--- src/rtl/rdt_pkg.sv ---
package rdt_pkg;
    localparam int ADDR_W = 2;

    localparam logic [ADDR_W-1:0] A_CTRL    = 2'd0;
    localparam logic [ADDR_W-1:0] A_COUNT   = 2'd1;
    localparam logic [ADDR_W-1:0] A_RELOAD  = 2'd2;
    localparam logic [ADDR_W-1:0] A_CAPTURE = 2'd3;

    typedef enum logic [1:0] {
        EDGE_NONE = 2'b00,
        EDGE_RISE = 2'b01,
        EDGE_FALL = 2'b10,
        EDGE_BOTH = 2'b11
    } edge_sel_t;

    // control word, MSB first: bit 10 down to bit 0
    typedef struct packed {
        logic      cap_flag;   // 10
        logic      unf_flag;   // 9
        logic      cap_ie;     // 8
        logic      unf_ie;     // 7
        edge_sel_t cap_edge;   // 6:5
        logic      cap_en;     // 4
        edge_sel_t evt_edge;   // 3:2
        logic      src_ext;    // 1
        logic      run;        // 0
    } ctrl_t;

    localparam int CTRL_W = $bits(ctrl_t);
endpackage

--- src/rtl/rdt_edge_det.sv ---
module rdt_edge_det #(
    parameter int SYNC_STAGES = 2
) (
    input  logic       clk,
    input  logic       rst_n,
    input  logic       sig_i,
    input  logic [1:0] sel_i,
    output logic       pulse_o
);
    typedef struct packed {
        logic [SYNC_STAGES-1:0] sync;
        logic                   prev;
    } det_t;

    det_t st_d, st_q;
    logic cur;

    always_comb begin
        st_d      = st_q;
        st_d.sync = {st_q.sync[SYNC_STAGES-2:0], sig_i};
        st_d.prev = st_q.sync[SYNC_STAGES-1];
        cur       = st_q.sync[SYNC_STAGES-1];
        pulse_o   = (sel_i[0] & cur & ~st_q.prev) | (sel_i[1] & ~cur & st_q.prev);
    end

    always_ff @(posedge clk) begin
        if (!rst_n) st_q <= '0;
        else        st_q <= st_d;
    end
endmodule

--- src/rtl/rdt_count_next.sv ---
module rdt_count_next #(
    parameter int W = 32
) (
    input  logic [W-1:0] cnt_q,
    input  logic [W-1:0] reload_q,
    input  logic         step,
    input  logic         sw_wr,
    input  logic [W-1:0] sw_val,
    output logic [W-1:0] cnt_d,
    output logic         unf
);
    always_comb begin
        unf = step && (cnt_q == '0);
        if (sw_wr)     cnt_d = sw_val;
        else if (unf)  cnt_d = reload_q;
        else if (step) cnt_d = cnt_q - 1'b1;
        else           cnt_d = cnt_q;
    end
endmodule

--- src/rtl/reload_down_timer.sv ---
module reload_down_timer
    import rdt_pkg::*;
#(
    parameter int CNT_W       = 32,
    parameter int SYNC_STAGES = 2
) (
    input  logic              clk,
    input  logic              rst_n,
    input  logic              tick_en,
    input  logic              evt_in,
    input  logic              cap_in,
    input  logic              wr_en,
    input  logic              rd_en,
    input  logic [ADDR_W-1:0] addr,
    input  logic [CNT_W-1:0]  wdata,
    output logic [CNT_W-1:0]  rdata,
    output logic              rd_valid,
    output logic              irq
);
    localparam int N_DET = 2;   // 0: event input, 1: capture input

    typedef struct packed {
        ctrl_t             ctrl;
        logic [CNT_W-1:0]  count;
        logic [CNT_W-1:0]  reload;
        logic [CNT_W-1:0]  rdata;
        logic              rd_valid;
    } state_t;

    state_t st_d, st_q;
    logic [CNT_W-1:0] capture_q;

    logic [N_DET-1:0]      det_in;
    logic [N_DET-1:0][1:0] det_sel;
    logic [N_DET-1:0]      det_pulse;

    logic             wr_ctrl, wr_cnt, wr_reload;
    logic             step, unf, cap_hit;
    logic [CNT_W-1:0] cnt_next;
    ctrl_t            wr_word;

    assign det_in[0]  = evt_in;
    assign det_in[1]  = cap_in;
    assign det_sel[0] = st_q.ctrl.evt_edge;
    assign det_sel[1] = st_q.ctrl.cap_edge;

    for (genvar i = 0; i < N_DET; i++) begin : g_det
        rdt_edge_det #(.SYNC_STAGES(SYNC_STAGES)) u_det (
            .clk     (clk),
            .rst_n   (rst_n),
            .sig_i   (det_in[i]),
            .sel_i   (det_sel[i]),
            .pulse_o (det_pulse[i])
        );
    end

    assign wr_ctrl   = wr_en && (addr == A_CTRL);
    assign wr_cnt    = wr_en && (addr == A_COUNT);
    assign wr_reload = wr_en && (addr == A_RELOAD);

    assign step    = st_q.ctrl.run && (st_q.ctrl.src_ext ? det_pulse[0] : tick_en);
    assign cap_hit = det_pulse[1] && st_q.ctrl.cap_en && !st_q.ctrl.cap_flag;

    rdt_count_next #(.W(CNT_W)) u_next (
        .cnt_q    (st_q.count),
        .reload_q (st_q.reload),
        .step     (step),
        .sw_wr    (wr_cnt),
        .sw_val   (wdata),
        .cnt_d    (cnt_next),
        .unf      (unf)
    );

    always_comb begin
        st_d    = st_q;
        wr_word = ctrl_t'(wdata[CTRL_W-1:0]);

        if (wr_ctrl) begin
            st_d.ctrl          = wr_word;
            st_d.ctrl.unf_flag = st_q.ctrl.unf_flag & wr_word.unf_flag;
            st_d.ctrl.cap_flag = st_q.ctrl.cap_flag & wr_word.cap_flag;
        end
        if (unf)     st_d.ctrl.unf_flag = 1'b1;
        if (cap_hit) st_d.ctrl.cap_flag = 1'b1;

        st_d.count = cnt_next;
        if (wr_reload) st_d.reload = wdata;

        st_d.rd_valid = rd_en;
        if (rd_en) begin
            case (addr)
                A_CTRL:   st_d.rdata = {{(CNT_W-CTRL_W){1'b0}}, st_q.ctrl};
                A_COUNT:  st_d.rdata = st_q.count;
                A_RELOAD: st_d.rdata = st_q.reload;
                default:  st_d.rdata = capture_q;
            endcase
        end
    end

    always_ff @(posedge clk) begin
        if (!rst_n) st_q <= '0;
        else        st_q <= st_d;
    end

    // capture holder deliberately has no reset
    always_ff @(posedge clk) begin
        if (rst_n && cap_hit) capture_q <= st_q.count;
    end

    assign rdata    = st_q.rdata;
    assign rd_valid = st_q.rd_valid;
    assign irq      = (st_q.ctrl.unf_flag & st_q.ctrl.unf_ie) |
                      (st_q.ctrl.cap_flag & st_q.ctrl.cap_ie);
endmodule

--- config.mk ---
export PLATFORM = sky130hd
export DESIGN_NAME = reload_down_timer
export DESIGN_NICKNAME = d
export VERILOG_FILES = /design/src/rtl/rdt_pkg.sv /design/src/rtl/rdt_edge_det.sv /design/src/rtl/rdt_count_next.sv /design/src/rtl/reload_down_timer.sv
export SDC_FILE = /design/constraint.sdc
export NUM_CORES = 1
export LEC_CHECK = 0
export ABC_AREA = 1
export CAP_MARGIN = 10
export CORE_MARGIN = 3
export CORE_UTILIZATION = 50
export CTS_BUF_LIST = sky130_fd_sc_hd__clkbuf_4
export DETAILED_ROUTE_END_ITERATION = 6
export PLACE_DENSITY_LB_ADDON = 0.25
export SETUP_SLACK_MARGIN = 0.02
export SLEW_MARGIN = 25
export SYNTH_ARGS = -nofsm -noshare
export SYNTH_HDL_FRONTEND = slang
export SYNTH_SLANG_ARGS = --single-unit
--- constraint.sdc ---
create_clock -name clk -period 2.9 [get_ports clk]
set_input_delay 0.58 -clock clk [delete_from_list [all_inputs] [get_ports clk]]
set_output_delay 0.58 -clock clk [all_outputs]
set_load 0.02 [all_outputs]
==> results.toml <==
[run_status]
status = "completed"

[floorplanning]
pin_count = 75
die_w_um = 126
die_area_mm2 = 0.0160
rows = 43
die_h_um = 126
initial_core_util_pct = 51.7
coreArea_mm2 = 0.0140

[clocking]
cts_max_path_buffers = 2
worstSkewPairLatency_ns = 0.56
htree_levels = 4
cts_hold_buf = 0
cts_root_buf = "clkbuf_4"
cts_post_setup_buffers_inserted = 0
cts_tree = "done"
clkTransAtPathRegs_ns = 0.11
cts_made_buffers = 17
cts.sink_count = 146
cts_resized = 0

[critical_path]
worstSetupPathType = "reg2out"
critPathBufInv = 2
start_kind = "flop"
slowest_stage = "clkdlybuf4s50_1"
end_kind = "output pin"
cp_cell_sequence = "inv_1 > o21ai_0 > clkdlybuf4s50_1"
crit_family = "buffers and inverters"
arrival_ns = 1.82
required_ns = 2.32
crit_fanout = 2
critPathMaxStageDelay_ns = 0.66

[route]
ant_nets = 0
post-route-drc-count = 0
via_per_inst = 5.49
initialDrtViolationCount = 668
drt-total-wl_um = 20100
dr.pass1.iters = 5
routedWlPerCell_um = 16.6
via_count = 6658

[timing]
finalMaxSlewViolations = 0
fin_crit_sh_pct = 82.9
min_period_ns = 2.40
slew_headroom_pct = 51.9
worst_slack_ns = 0.495
hold_violations = 0
skew_ns = 0.0208
max_freq_mhz = 416
fin_tns_setup_ns = 0
rsz0062_at_grt = "false"
worst_slew_pin_slew_ns = 0.722
finalSetupViolCount = 0

[power]
power_density_mw_per_mm2 = 568
combPwrFrac_pct = 20.8
vdd_drop_max_mv = 0.341
power.leakage_nw = 3.20
p_switching_w = 0.00143
p_clk_share_pct = 32.1
seq_power_share_pct = 47.1
swShare_pct = 30.3
p_int_w = 0.00329

[synth]
synth_most_common_cell = "nand2_1"
ys_ff_latch = 146
synthArstFlopShare_pct = 0
ys_warn_count = 0
synth_edf_count = 32
synth_top_area_share_pct = 31.5
synth_nets = 1023
seq_area_frac_synth_pct = 44.7
ys.flop_type = "dfxtp_1"
avgSynthCellArea_um2 = 7.39
postSynthCellCount = 981
synth_commonest_cells = "nand2_1, inv_1, dfxtp_1"
yosysTopAreaCell = "dfxtp_1"
syn-cell-area_mm2 = 0.00725
synth.distinct_cells = 31
synth_area_leaders = "dfxtp_1, edfxtp_1, nand2_1"

[final_layout]
drive_above_1_share_pct = 8.44
nets = 1060
synthToLayoutAreaGrowth_pct = 14.7

[grt]
antenna_found_initial = 1
grt_overflow = 0
grt_pass1_vias = 6339
grt_max_degree = 75
grt_pass1_wl_um = 32700
grt_usage_pct = 25.6

[flow_run]
drv_cap = 0

[placed_design]
place_hpwl_um = 14000
portBuffers = 74
place_ws_ns = 0.347
gp_congestion = 0.975

[worst_hold_path]
hp-class = "reg2reg"
==> path summary, 6_finish.rpt <==
| check | from | endpoint | slack [ns] | cells after the start |
|---|---|---|---|---|
| max | st_q[104]$_SDFFE_PN0P_ | irq | 0.50 | 3 |
| min | g_det[1].u_det.st_d[2]$_SDFF_PN0_ | g_det[1].u_det.cur$_SDFF_PN0_ | 0.42 | 2 |
| max reg2reg | st_q[65]$_SDFFE_PN0P_ | st_q[69]$_SDFFE_PN0P_ | 0.87 | 10 |
| min reg2reg | g_det[1].u_det.st_d[2]$_SDFF_PN0_ | g_det[1].u_det.cur$_SDFF_PN0_ | 0.42 | 2 |
==> worst min-delay path: cells and delay by family, from the launching register on <==
family	cells	cell delay, ns
simple gates	1	0.05
flops	1	0.31
buf+inv	1	0.03
==> per-stage QoR <==
step | instance area, um2 | cells | util (%) | power (W) | hold slack (ns)
6_report | 8320 | 1212 | 59.3 | 0.00473 | 0.423
2_1_floorplan | 7260 | 981 | - | 0.00293 | 0.390
5_1_grt | 8320 | 1212 | 59.3 | 0.00496 | 0.447
4_1_cts | 8320 | 1211 | 59.2 | 0.00473 | 0.426
3_5_place_dp | 7980 | 1179 | 56.8 | 0.00324 | 0.401
3_3_place_gp | 7980 | 1179 | 56.8 | 0.00323 | 0.400
==> area by class of cell <==
cell class | instances | area [um2]
Fill cell | 1310 | 5720
Tap cell | 180 | 225
Timing Repair Buffer | 96 | 933
Clock buffer | 20 | 150
Antenna cell | 1 | 2.50
Inverter | 133 | 499
Sequential cell | 146 | 3240
Multi-Input combinational cell | 624 | 3080
Clock inverter | 12 | 189
==> metal layers <==
layer,GRT usage (%),wire (um),vias up
met5,0,0,-
met4,8.52,354,0
met3,5.98,1440,38
met2,40.4,9090,269
met1,34.8,9230,3048
li1,-,-,3303
==> kinds of logic (layout without fill, tap and decap cells) <==
family | after synthesis | after routing | synth area share [%]
buffers and inverters | 211 | 261 | 12.9
AOI/OAI and AO/OA | 264 | 264 | 20.2
xor gates and xnor gates | 6 | 6 | 0.724
and+or+nand+nor | 353 | 353 | 21.3
DFF | 146 | 146 | 44.7
other | 0 | 1 | 0
adders and majority gates | 1 | 1 | 0.172
==> power groups by stage <==
| stage | Sequential [W] | Combinational [W] | Clock (W) |
|---|---|---|---|
| 4_1_cts | 0.00222 | 0.000972 | 0.00154 |
| 5_1_grt | 0.00224 | 0.00109 | 0.00163 |
| 3_3_place_gp | 0.00227 | 0.000962 | 0 |
| 2_1_floorplan | 0.00225 | 0.000675 | 0 |
| 3_5_place_dp | 0.00227 | 0.000966 | 0 |
| 6_report | 0.00223 | 0.000985 | 0.00152 |
==> flip-flops by register name, summed over array words and instances, names as in the netlist <==
register,count
g_det.u_det.st_d,2
capture_q,32
st_q,71
rd_valid,1
g_det.u_det.st_q,2
rdata,32
det_sel,4
g_det.u_det.cur,2
==> placed cells by master, fill, tap and decap left out, types with 9 or more instances in the layout <==
| cell type | netlist | layout |
|---|---|---|
| a21oi_1 | 101 | 101 |
| buf_4 | 33 | 19 |
| nor2_1 | 54 | 53 |
| edfxtp_1 | 32 | 32 |
| o22ai_1 | 15 | 15 |
| clkbuf_4 | 0 | 20 |
| clkdlybuf4s50_1 | 0 | 72 |
| dfxtp_1 | 114 | 114 |
| o21ai_1 | 10 | 10 |
| nand2_1 | 205 | 205 |
| o21ai_0 | 100 | 100 |
| a41oi_1 | 21 | 21 |
| nand4_1 | 9 | 9 |
| nor2_2 | 10 | 11 |
| nand3_1 | 61 | 61 |
| inv_1 | 128 | 128 |
No activity file was read; power rests on OpenSTA's default activity.
